[config.mk]
export PLATFORM = sky130hd
export DESIGN_NAME = cr_tracker
export DESIGN_NICKNAME = d
export VERILOG_FILES = /design/src/rtl/cr_trk_pkg.sv /design/src/rtl/cr_free_table.sv /design/src/rtl/cr_kernel_slot.sv /design/src/rtl/cr_req_unit.sv /design/src/rtl/cr_tracker.sv
export SDC_FILE = /design/constraint.sdc
export NUM_CORES = 1
export LEC_CHECK = 0
export BUFFER_PORTS_ARGS = -buffer_cell sky130_fd_sc_hd__buf_2
export CAP_MARGIN = 25
export CORE_MARGIN = 2
export CORE_UTILIZATION = 40
export DETAILED_ROUTE_END_ITERATION = 12
export PLACE_DENSITY_LB_ADDON = 0.25
export SYNTH_ARGS = -nofsm -noshare
export SYNTH_HDL_FRONTEND = slang
export SYNTH_SLANG_ARGS = --single-unit
[constraint.sdc]
create_clock -name clk -period 9.6 [get_ports clk]
set_input_delay 0.48 -clock clk [delete_from_list [all_inputs] [get_ports clk]]
set_output_delay 0.48 -clock clk [all_outputs]
set_load 0.01 [all_outputs]
[src/rtl/cr_trk_pkg.sv]
package cr_trk_pkg;

  typedef enum logic [2:0] {
    KS_FREE = 3'd0,
    KS_RTP  = 3'd1,
    KS_PP   = 3'd2,
    KS_CP   = 3'd3,
    KS_EXEC = 3'd4
  } kstate_t;

  localparam logic [1:0] OP_START = 2'd0;
  localparam logic [1:0] OP_DONE  = 2'd1;
  localparam logic [1:0] OP_EXEC  = 2'd2;

endpackage

[src/rtl/cr_free_table.sv]
module cr_free_table #(
  parameter int NUM_CR = 16
) (
  input  logic              clk,
  input  logic              rst,
  input  logic              flush,
  input  logic [NUM_CR-1:0] rel_all,
  input  logic [NUM_CR-1:0] claim_all,
  output logic [NUM_CR-1:0] avail_base,
  output logic [NUM_CR-1:0] free_q
);

  // released regions are seen by this cycle's readers
  always_comb avail_base = free_q | rel_all;

  always_ff @(posedge clk) begin
    if (rst || flush) free_q <= '1;
    else              free_q <= avail_base & ~claim_all;
  end

  AST_FLUSH_FREES_ALL: assert property (@(posedge clk) disable iff (rst)
    $past(flush) |-> (free_q == '1));

  AST_CLAIM_FROM_AVAIL: assert property (@(posedge clk) disable iff (rst)
    ((claim_all & ~avail_base) == '0));

  AST_RELEASE_LANDS: assert property (@(posedge clk) disable iff (rst)
    ((rel_all & ~claim_all) != '0) |=>
      ((free_q & $past(rel_all & ~claim_all)) == $past(rel_all & ~claim_all)));

endmodule

[src/rtl/cr_kernel_slot.sv]
module cr_kernel_slot
  import cr_trk_pkg::*;
#(
  parameter int NUM_CR = 16,
  parameter int KID_W  = 4
) (
  input  logic              clk,
  input  logic              rst,
  input  logic              flush,
  input  logic              pg_valid,
  input  logic [KID_W-1:0]  pg_kid,
  input  logic [1:0]        pg_op,
  input  logic              cmp_valid,
  input  logic [KID_W-1:0]  cmp_kid,
  input  logic              cmp_term,
  input  logic [NUM_CR-1:0] avail,
  input  logic              alloc,
  input  logic [KID_W-1:0]  alloc_kid,
  input  logic [NUM_CR-1:0] alloc_map,
  input  logic [NUM_CR-1:0] alloc_take,
  input  logic              alloc_stream,
  output logic [NUM_CR-1:0] take,
  output logic [NUM_CR-1:0] rel_map,
  output logic              retire,
  output logic              live,
  output logic [KID_W-1:0]  kid_o,
  output kstate_t           state_o,
  output logic [NUM_CR-1:0] owned_o
);

  kstate_t           state_q;
  logic [NUM_CR-1:0] need_q;
  logic [NUM_CR-1:0] own_q;
  logic [KID_W-1:0]  kid_q;
  logic              strm_q;
  logic              pseen_q;

  logic hit_pg, hit_cmp, claiming, done_now, full;

  always_comb begin
    live     = (state_q != KS_FREE);
    hit_pg   = pg_valid && live && (pg_kid == kid_q);
    hit_cmp  = cmp_valid && live && (cmp_kid == kid_q);
    claiming = (state_q == KS_RTP) || (state_q == KS_PP);
    take     = claiming ? (need_q & ~own_q & avail) : '0;
    retire   = hit_cmp && (state_q == KS_EXEC) && (cmp_term == strm_q);
    rel_map  = retire ? own_q : '0;
    done_now = hit_pg && (pg_op == OP_DONE);
    full     = ((own_q | take) == need_q);
  end

  always_ff @(posedge clk) begin
    if (rst || flush) begin
      state_q <= KS_FREE;
      need_q  <= '0;
      own_q   <= '0;
      kid_q   <= '0;
      strm_q  <= 1'b0;
      pseen_q <= 1'b0;
    end else if (alloc) begin
      state_q <= KS_RTP;
      kid_q   <= alloc_kid;
      need_q  <= alloc_map;
      own_q   <= alloc_take;
      strm_q  <= alloc_stream;
      pseen_q <= 1'b0;
    end else begin
      own_q <= own_q | take;
      if (state_q == KS_PP && done_now) pseen_q <= 1'b1;
      case (state_q)
        KS_RTP:  if (hit_pg && pg_op == OP_START) state_q <= KS_PP;
        KS_PP:   if (full && (pseen_q || done_now)) state_q <= KS_CP;
        KS_CP:   if (hit_pg && pg_op == OP_EXEC) state_q <= KS_EXEC;
        KS_EXEC: if (retire) begin
                   state_q <= KS_FREE;
                   own_q   <= '0;
                 end
        default: ;
      endcase
    end
  end

  assign kid_o   = kid_q;
  assign state_o = state_q;
  assign owned_o = own_q;

  AST_CP_OWNS_ALL: assert property (@(posedge clk) disable iff (rst)
    (state_q == KS_CP) |-> (own_q == need_q));

  AST_EXEC_FROM_CP: assert property (@(posedge clk) disable iff (rst)
    (state_q == KS_EXEC && $past(state_q) != KS_EXEC) |-> ($past(state_q) == KS_CP));

  AST_ALLOC_WHEN_OPEN: assert property (@(posedge clk) disable iff (rst)
    alloc |-> (!live || retire));

endmodule

[src/rtl/cr_req_unit.sv]
module cr_req_unit #(
  parameter int NUM_CR  = 16,
  parameter int NUM_KRN = 4,
  parameter int KID_W   = 4
) (
  input  logic               clk,
  input  logic               rst,
  input  logic               flush,
  input  logic               req_valid,
  input  logic [KID_W-1:0]   req_kid,
  input  logic [NUM_CR-1:0]  req_map,
  input  logic [NUM_KRN-1:0] slot_live,
  input  logic [NUM_KRN-1:0] slot_retire,
  input  logic [KID_W-1:0]   slot_kid [NUM_KRN],
  input  logic [NUM_CR-1:0]  avail,
  output logic [NUM_KRN-1:0] alloc,
  output logic [NUM_CR-1:0]  alloc_take,
  output logic               ack_pos,
  output logic               ack_neg,
  output logic [KID_W-1:0]   ack_kid
);

  logic [NUM_KRN-1:0] open_slot, pick;
  logic               dup, found, accept;
  logic [NUM_CR-1:0]  grant;

  always_comb begin
    open_slot = ~slot_live | slot_retire;
    dup   = 1'b0;
    found = 1'b0;
    pick  = '0;
    for (int i = 0; i < NUM_KRN; i++) begin
      if (slot_live[i] && !slot_retire[i] && slot_kid[i] == req_kid) dup = 1'b1;
      if (open_slot[i] && !found) begin
        pick[i] = 1'b1;
        found   = 1'b1;
      end
    end
    grant      = req_map & avail;
    accept     = req_valid && !flush && (|grant) && found && !dup;
    alloc      = accept ? pick : '0;
    alloc_take = accept ? grant : '0;
  end

  always_ff @(posedge clk) begin
    if (rst) begin
      ack_pos <= 1'b0;
      ack_neg <= 1'b0;
      ack_kid <= '0;
    end else begin
      ack_pos <= accept;
      ack_neg <= req_valid && !accept;
      ack_kid <= req_kid;
    end
  end

  AST_ACK_NEEDS_REQ: assert property (@(posedge clk) disable iff (rst)
    (ack_pos || ack_neg) |-> $past(req_valid));

  AST_FLUSH_REFUSES: assert property (@(posedge clk) disable iff (rst)
    $past(flush && req_valid) |-> (ack_neg && !ack_pos));

endmodule

[src/rtl/cr_tracker.sv]
module cr_tracker
  import cr_trk_pkg::*;
#(
  parameter int NUM_CR  = 16,
  parameter int NUM_KRN = 4,
  parameter int KID_W   = 4
) (
  input  logic              clk,
  input  logic              rst,
  input  logic              flush,
  input  logic              req_valid,
  input  logic [KID_W-1:0]  req_kid,
  input  logic [NUM_CR-1:0] req_map,
  input  logic              req_stream,
  input  logic              pg_valid,
  input  logic [KID_W-1:0]  pg_kid,
  input  logic [1:0]        pg_op,
  input  logic              cmp_valid,
  input  logic [KID_W-1:0]  cmp_kid,
  input  logic              cmp_term,
  input  logic [KID_W-1:0]  qry_kid,
  output logic              ack_pos,
  output logic              ack_neg,
  output logic [KID_W-1:0]  ack_kid,
  output logic [NUM_CR-1:0] free_map,
  output logic              qry_hit,
  output logic [2:0]        qry_state
);

  logic [NUM_CR-1:0]  chain  [NUM_KRN+1];
  logic [NUM_CR-1:0]  take   [NUM_KRN];
  logic [NUM_CR-1:0]  rel    [NUM_KRN];
  logic [NUM_CR-1:0]  owned  [NUM_KRN];
  logic [KID_W-1:0]   skid   [NUM_KRN];
  kstate_t            sstate [NUM_KRN];
  logic [NUM_KRN-1:0] retire, live, alloc;
  logic [NUM_CR-1:0]  avail_base, alloc_take, rel_all, claim_all, owned_all;

  cr_free_table #(.NUM_CR(NUM_CR)) u_free (
    .clk(clk), .rst(rst), .flush(flush),
    .rel_all(rel_all), .claim_all(claim_all),
    .avail_base(avail_base), .free_q(free_map)
  );

  assign chain[0] = avail_base;

  for (genvar g = 0; g < NUM_KRN; g++) begin : g_slot
    assign chain[g+1] = chain[g] & ~take[g];

    cr_kernel_slot #(.NUM_CR(NUM_CR), .KID_W(KID_W)) u_slot (
      .clk(clk), .rst(rst), .flush(flush),
      .pg_valid(pg_valid), .pg_kid(pg_kid), .pg_op(pg_op),
      .cmp_valid(cmp_valid), .cmp_kid(cmp_kid), .cmp_term(cmp_term),
      .avail(chain[g]),
      .alloc(alloc[g]), .alloc_kid(req_kid), .alloc_map(req_map),
      .alloc_take(alloc_take), .alloc_stream(req_stream),
      .take(take[g]), .rel_map(rel[g]), .retire(retire[g]), .live(live[g]),
      .kid_o(skid[g]), .state_o(sstate[g]), .owned_o(owned[g])
    );
  end

  cr_req_unit #(.NUM_CR(NUM_CR), .NUM_KRN(NUM_KRN), .KID_W(KID_W)) u_req (
    .clk(clk), .rst(rst), .flush(flush),
    .req_valid(req_valid), .req_kid(req_kid), .req_map(req_map),
    .slot_live(live), .slot_retire(retire), .slot_kid(skid),
    .avail(chain[NUM_KRN]),
    .alloc(alloc), .alloc_take(alloc_take),
    .ack_pos(ack_pos), .ack_neg(ack_neg), .ack_kid(ack_kid)
  );

  logic       q_hit_d;
  logic [2:0] q_st_d;

  always_comb begin
    rel_all   = '0;
    claim_all = alloc_take;
    owned_all = '0;
    q_hit_d   = 1'b0;
    q_st_d    = 3'd0;
    for (int i = 0; i < NUM_KRN; i++) begin
      rel_all   = rel_all | rel[i];
      claim_all = claim_all | take[i];
      owned_all = owned_all | owned[i];
      if (live[i] && skid[i] == qry_kid) begin
        q_hit_d = 1'b1;
        q_st_d  = sstate[i];
      end
    end
  end

  always_ff @(posedge clk) begin
    if (rst) begin
      qry_hit   <= 1'b0;
      qry_state <= 3'd0;
    end else begin
      qry_hit   <= q_hit_d;
      qry_state <= q_st_d;
    end
  end

  AST_OWNED_IS_BUSY: assert property (@(posedge clk) disable iff (rst)
    ((owned_all & free_map) == '0));

endmodule

==> results of run 1 <==
==> cells in the mapped netlist, drive strengths merged, types with 30 or more instances <==
cell type  number
o22ai          30
mux2           40
xnor2          31
xor2           42
nor2b          36
buf            44
nor3           47
nor2          114
clkbuf         55
a21oi          69
inv            80
dfxtp         190
o21ai          40
nand3          53
nand2         192
mux2i         101
==> per-layer routing <==
metal / track usage [%] / vias up / share of wire, %
met4: 15.5 / 2 / 5.6
met5: 0 / - / 0.022
met1: 41.2 / 5673 / 40
met2: 46.9 / 884 / 42
li1: - / 5256 / -
met3: 9.92 / 203 / 13
==> sequential cells by signal (all words and copies together) (netlist names) <==
register               cells
g_slot.u_slot.need_q      64
g_slot.u_slot.state_o     12
g_slot.u_slot.pseen_q      4
u_req.ack_neg              1
u_req.ack_kid              4
g_slot.u_slot.owned_o     64
qry_state                  3
g_slot.u_slot.kid_o       16
qry_hit                    1
u_req.ack_pos              1
u_free.free_q             16
g_slot.u_slot.strm_q       4
==> power by group <==
group / switching [µW] / internal [µW] / total (µW)
registers: 8.91 / 795 / 804
logic: 99.2 / 42.5 / 142
clock network: 338 / 410 / 747
total: 446 / 1250 / 1690
==> stage by stage <==
| step | cells | cell area [µm²] | util, % | hold WS, ns |
|---|---|---|---|---|
| 2_1_floorplan | 1460 | 11700 | - | 0.446 |
| 3_3_place_gp | 1831 | 12200 | 42.5 | 0.468 |
| 4_1_cts | 1863 | 12800 | 44.7 | 0.317 |
| 5_1_grt | 1863 | 12800 | 44.7 | 0.336 |
| 6_report | 1865 | 12800 | 44.7 | 0.324 |
| 3_5_place_dp | 1833 | 12200 | 42.6 | 0.470 |
==> worst min-delay path: stages <==
cell,delay (ns)
buf_2,0.10
a211o_1,0.12
nand2_1,0.05
==> worst min path at each step <==
stage	start	endpoint	cells past startpoint
global route	req_map[11]	u_free.free_q[11]	3
CTS	req_map[11]	u_free.free_q[11]	3
floorplan	g_slot[0].u_slot.strm_q	g_slot[0].u_slot.strm_q	2
detailed placement	g_slot[0].u_slot.strm_q	g_slot[0].u_slot.strm_q	2
global placement	g_slot[2].u_slot.strm_q	g_slot[2].u_slot.strm_q	2
finish	req_map[11]	u_free.free_q[11]	3
==> logic make-up (layout without fill, tap and decap cells) <==
group                     Yosys count  after routing  synth area share [%]
AOI/OAI and AO/OA                 310            310                  18.8
xor gates and xnor gates           73             73                  5.54
buffers and inverters             179            198                  6.59
DFF                               190            190                  32.6
muxes                             141            141                  12.6
other                               0              2                     0
and+or+nand+nor                   567            567                  23.8
==> cells in the final DEF, fill, tap and decap left out, drive strengths merged, types with 17 or more instances in the layout <==
master | netlist | layout
nand4 | 23 | 23
a31oi | 29 | 29
buf | 44 | 88
xnor2 | 31 | 31
inv | 80 | 83
nor3 | 47 | 47
o21ai | 40 | 40
nor2b | 36 | 36
mux2 | 40 | 40
clkbuf | 55 | 17
nand3 | 53 | 53
nor2 | 114 | 114
nand2 | 192 | 192
dfxtp | 190 | 190
nor4 | 18 | 18
mux2i | 101 | 101
o2111ai | 18 | 18
o22ai | 30 | 30
xor2 | 42 | 42
nand2b | 22 | 22
a21oi | 69 | 69
==> final cells by class <==
type                    count  area share [%]
multi-input cells        1091            55.7
flip-flops and latches    190            29.7
repair buffers             88            3.87
well taps                 384            3.75
clock buffers              17            3.32
inverters                  80            2.34
clock inverters            13            1.30
diodes                      2          0.0390
==> reports/qor.csv, run 1 <==
metric,value,unit
antenna violations before repair,4,
clock buffer count from CTS,17,
reg2reg start,g_slot[0].u_slot.state_o[2],
Skew-Pair Late Insertion Delay,0.46,ns
share of cells above drive strength 1,14.0,%
total gr overflow,0,
Synth Net Count,1502,
setup ws final,4.07,ns
CP endpoint kind,register,
FF/Latch Area,0.00380,mm²
"EDFF count, synth",0,
H-tree depth,4,
Area contributors post-synth,"dfxtp_1 (33%), mux2i_1 (8.7%), nand2_1 (6.1%), nor2_1 (3.6%), mux2_2 (3.5%)",
register area share after synthesis,32.6,%
"area leader, netlist",dfxtp_1,
unrepaired setup endpoints after global routing,false,
Power Density,132,mW/mm²
FILL cells,2889,
Nets,1510,
Async SR Flop Fraction,0,%
leakage,0.00495,µW
# IOs,68,
Hold Path Class,in2reg,
Critical path buffers and inverters,2,
final count of negative-setup-slack endpoints,0,
Yosys warning count,0,
fmax,181,MHz
CTS Sinks,190,
Resized cells post-CTS,0,
crit-path max FO,27,
die height,175,µm
Final Cycle Share,57.6,%
GP Congestion,1.08,
Max Cap Viol,0,
Slew @ Worst Pin,1.08,ns
mean post-synth cell area,8.00,µm²
Top delay family on crit path,simple AND/OR/NAND/NOR gates,
post-synth top area share,32.6,%
Crit path largest cell delay,0.83,ns
row count,62,
mean routed wirelength per cell,26.3,µm
post-layout power,1690,µW
Setup CP Type,reg2reg,
Multi-input gate area,0.00715,mm²
CTS tree,built,
remaining antenna violation count,0,
worst reg2reg setup slack,4.07,ns
first-pass GRT wire length,71.6,mm
clock slew at reported path FFs,0.09,ns
VDD IR-drop max,0.000100,V
"Slew Viols, Final",0,
total wire length,49.1,mm
number of cells on the critical path,11,
relative slew slack,28.1,%
Die ar.,0.0306,mm²
first drt pass iteration count,6,
"FF+latch count, synth",190,
hpwl dp,35.8,mm
R2R Path End,g_slot[2].u_slot.owned_o[13],
Initial Util,40.7,%
R2R cell count,11,
Vias,12018,
Post-Place Setup Slack,4.31,ns
"Arr. time, crit path",5.86,ns
Synth Cell Area,0.0117,mm²
Post-CTS Setup Repair Bufs,0,
final setup skew,0.0242,ns
Via density,6.44,
core area,0.0287,mm²
IO buf count,67,
"Critical Path, Cell by Cell",or3b_4 -> nor4b_4 -> nand2_1 -> nand4_1 -> o41ai_1 -> a2111oi_4 -> buf_4 -> inv_2 -> a31o_1 -> or2_2 -> mux2_4,
Synth cell types,86,
Area Growth Syn to Fin,9.85,%
Startpoint Class,register,
vias in the first global route,11109,
Slowest cell on crit path,nor4b_4,
largest net degree at the start of global routing,81,
Initial DRC Count,1920,
Mapped Cells,1460,
WP data required,9.93,ns
Setup crit end,g_slot[2].u_slot.owned_o[13],
Final Hold Viols,0,
outcome,completed,
Setup TNS,0,ns
die width,175,µm
crit path time final,5.53,ns
Root Buffer,clkbuf_16,
CP Launch Point,g_slot[0].u_slot.state_o[2],
DRC,0,
Max Root-Sink Buffers,2,
hold_buf cts,0,
ys flop type,dfxtp_1,
aggregate global-route resource usage,31.5,%
No activity file was read; power rests on OpenSTA's default activity.
==> inputs of run 2 (changes only) <==
--- a/config.mk
+++ b/config.mk
@@ -5,6 +5,7 @@
 export SDC_FILE = /design/constraint.sdc
 export NUM_CORES = 1
 export LEC_CHECK = 0
+export ABC_AREA = 1
 export BUFFER_PORTS_ARGS = -buffer_cell sky130_fd_sc_hd__buf_2
 export CAP_MARGIN = 25
 export CORE_MARGIN = 2
==> constraint.sdc (replaced) <==
create_clock -name clk -period 5.5 [get_ports clk]
set_input_delay 0.275 -clock clk [delete_from_list [all_inputs] [get_ports clk]]
set_output_delay 0.275 -clock clk [all_outputs]
set_load 0.01 [all_outputs]
==> reports/qor.csv, run 2 <==
metric,value,unit,change
Hold Path Class,in2reg,,
first-pass GRT wire length,72.5,mm,+1.3%
Vias,13367,,+11%
relative slew slack,32.1,%,+4.0 points
mean routed wirelength per cell,20.3,µm,-23%
Final Hold Viols,0,,unchanged
aggregate global-route resource usage,31.0,%,-0.52 points
share of cells above drive strength 1,7.91,%,-6.1 points
unrepaired setup endpoints after global routing,false,,
Synth Cell Area,0.0119,mm²,+2.1%
clock slew at reported path FFs,0.08,ns,about the same
CTS Sinks,190,,unchanged
"Slew Viols, Final",0,,unchanged
die height,177,µm,+1.0%
Post-Synth Simple-Gate Area,39.7,%,+16 points
post-synthesis compound-gate area fraction,13.5,%,-5.4 points
clock buffer count from CTS,17,,unchanged
Initial Util,40.5,%,-0.23 points
WP data required,5.83,ns,-4.10 ns
Synth cell types,46,,-47%
outcome,"complete, but fails checks",,
"FF+latch count, synth",190,,unchanged
most common cell in the synthesized netlist,nand2_1,,
row count,63,,+1.6%
total gr overflow,0,,unchanged
first drt pass iteration count,12,,+6
Startpoint Class,register,,
# IOs,68,,unchanged
"area leader, netlist",dfxtp_1,,
mean post-synth cell area,6.08,µm²,-24%
crit-path max FO,21,,-22%
ys flop type,dfxtp_1,,
vias in the first global route,12311,,+11%
Root Buffer,clkbuf_16,,
CP dominant cell by count,nand2_1,,
register area share after synthesis,31.9,%,-0.68 points
most frequent cells in the layout,"nand2_1 (522), inv_1 (282), nand3_1 (228)",,
final setup skew,0.0162,ns,-0.00796 ns
"EDFF count, synth",0,,unchanged
Nets,2026,,+34%
XOR/XNOR share of the synthesized area,2.42,%,-3.1 points
post-synth top area share,31.9,%,-0.68 points
total wire length,48.5,mm,-1.3%
Max Root-Sink Buffers,2,,unchanged
"commonest non-fill, non-tap cell in the layout",nand2_1,,
H-tree depth,4,,unchanged
Resized cells post-CTS,0,,unchanged
IO buf count,67,,unchanged
Via density,5.60,,-13%
"Critical Path, Cell by Cell",inv_1 -> a21oi_1 -> nand2_1 -> nor2_2 -> nand2_2 -> nor2_1 -> nor2_1 -> nand2_1 -> nand3_1 -> nor2_1 -> nand3_1 -> nand2_1 -> inv_1 -> nand2_1 -> nor2_1 -> nand2_4 -> nand3_2 -> nand2_1 -> o21ai_0,,
"Arr. time, crit path",4.97,ns,-0.89 ns
Ant. Diodes,0,,-2
Power Density,227,mW/mm²,+72%
Area contributors post-synth,"dfxtp_1 (32%), nand2_1 (16%), nand3_1 (9.6%), inv_1 (8.9%), nor2_1 (5.9%)",,
core area,0.0295,mm²,+2.7%
largest family of logic cells by synthesized area,simple AND/OR/NAND/NOR gates,,
hold_buf cts,0,,unchanged
fraction of synthesized area in multiplexers,0,%,-13 points
hpwl dp,36.0,mm,+0.46%
Synth Net Count,2005,,+33%
Die ar.,0.0312,mm²,+2.1%
Post-Synth Adder-Cell Area,0,%,unchanged
Skew-Pair Late Insertion Delay,0.46,ns,about the same
Mapped Cells,1963,,+34%
fmax,215,MHz,+19%
Crit path largest cell delay,0.69,ns,-0.14 ns
antenna violations before repair,0,,-4
final count of negative-setup-slack endpoints,0,,unchanged
FILL cells,3217,,+11%
Max Cap Viol,0,,unchanged
remaining antenna violation count,0,,unchanged
Synth top cells by count,"nand2_1 (522), inv_1 (283), nand3_1 (228), dfxtp_1 (190), nor2_1 (189)",,
largest net degree at the start of global routing,84,,+3.7%
Async SR Flop Fraction,0,%,unchanged
Final Cycle Share,84.4,%,+27 points
Setup TNS,0,ns,unchanged
DRC,1,,+1
Area Growth Syn to Fin,9.38,%,
die width,177,µm,+1.0%
Post-CTS Setup Repair Bufs,0,,unchanged
CTS tree,built,,
VDD IR-drop max,0.000204,V,+100%
crit path time final,4.64,ns,-0.891 ns
Slew @ Worst Pin,1.02,ns,-0.0618 ns
Initial DRC Count,1345,,-30%
WHS,0.113,ns,-0.211 ns
leakage,0.00587,µW,+19%
CP endpoint kind,register,,
Setup CP Type,reg2reg,,
failing checks,design-rule violations,,
GP Congestion,0.990,,-7.9%
Yosys warning count,0,,unchanged
Slowest cell on crit path,nor2_2,,
## run 2: changes by cell type in the layout (fill, tap and decap cells not counted), moves of 24 or more
cell,previous run,this run
nand3_1,53,228
nor2_1,107,188
o21ai_0,40,118
a21oi_1,68,95
mux2_2,36,0
mux2i_1,101,0
nand2_1,187,522
a31oi_1,28,4
nor2b_1,36,0
inv_1,79,282
## run 2: layout make-up
cell class	instances	area [µm²]	share of cell area, %
Inverter	290	1090	8.37
Multi-Input combinational cell	1406	6650	50.9
Tap cell	390	488	3.74
Sequential cell	190	3800	29.2
Clock inverter	13	126	0.969
Timing Repair Buffer	79	445	3.41
Clock buffer	19	443	3.40
## run 2: layer usage
metal / global-route usage (%) / up-vias / share of wire, %
met5: 0 / - / 0
met4: 16.9 / 0 / 6.2
met3: 4.12 / 151 / 7.6
met2: 53.0 / 682 / 47
met1: 37.7 / 6150 / 39
li1: - / 6384 / -
## run 2: power by group
part           leakage, µW  switching [µW]  total [µW]  internal [µW]
clock             0.000272             640        1250            610
sequential         0.00154            14.2        1400           1390
combinational      0.00406             225         301           75.5
## run 2: cells by family after synthesis
family,count (synthesis)
flip-flops,190
buffers and inverters,367
XOR/XNOR,33
AND/OR/NAND/NOR,1084
AO/OA/AOI/OAI,289
## run 2: path summary, 6_finish.rpt
path | startpoint | endpoint | slack (ns) | cells past startpoint
worst max register to register | g_slot[1].u_slot.kid_o[0] | g_slot[0].u_slot.need_q[13] | 0.86 | 19
worst min register to register | g_slot[0].u_slot.pseen_q | g_slot[0].u_slot.pseen_q | 0.48 | 2
worst min-delay path | req_valid | u_req.ack_neg | 0.11 | 3
worst max-delay path | g_slot[1].u_slot.kid_o[0] | g_slot[0].u_slot.need_q[13] | 0.86 | 19
## run 2: worst max-delay path: cells and delay by family, from the launching register on
kind | cells | cell delay, ns
flops | 1 | 0.45
compound gates | 2 | 0.28
simple gates | 15 | 3.56
buf+inv | 2 | 0.19
## run 2: stage by stage
step	power, µW	cells	utilization (%)	cell area (µm²)	setup slack, ns
after global routing	3030	2387	44.2	13000	0.443
after floorplan	1610	1963	-	11900	2.88
after detailed placement	1730	2354	42.2	12400	0.996
after CTS	2950	2386	44.2	13000	0.977
after global placement	1730	2354	42.2	12400	0.985
final	2960	2387	44.2	13000	0.857
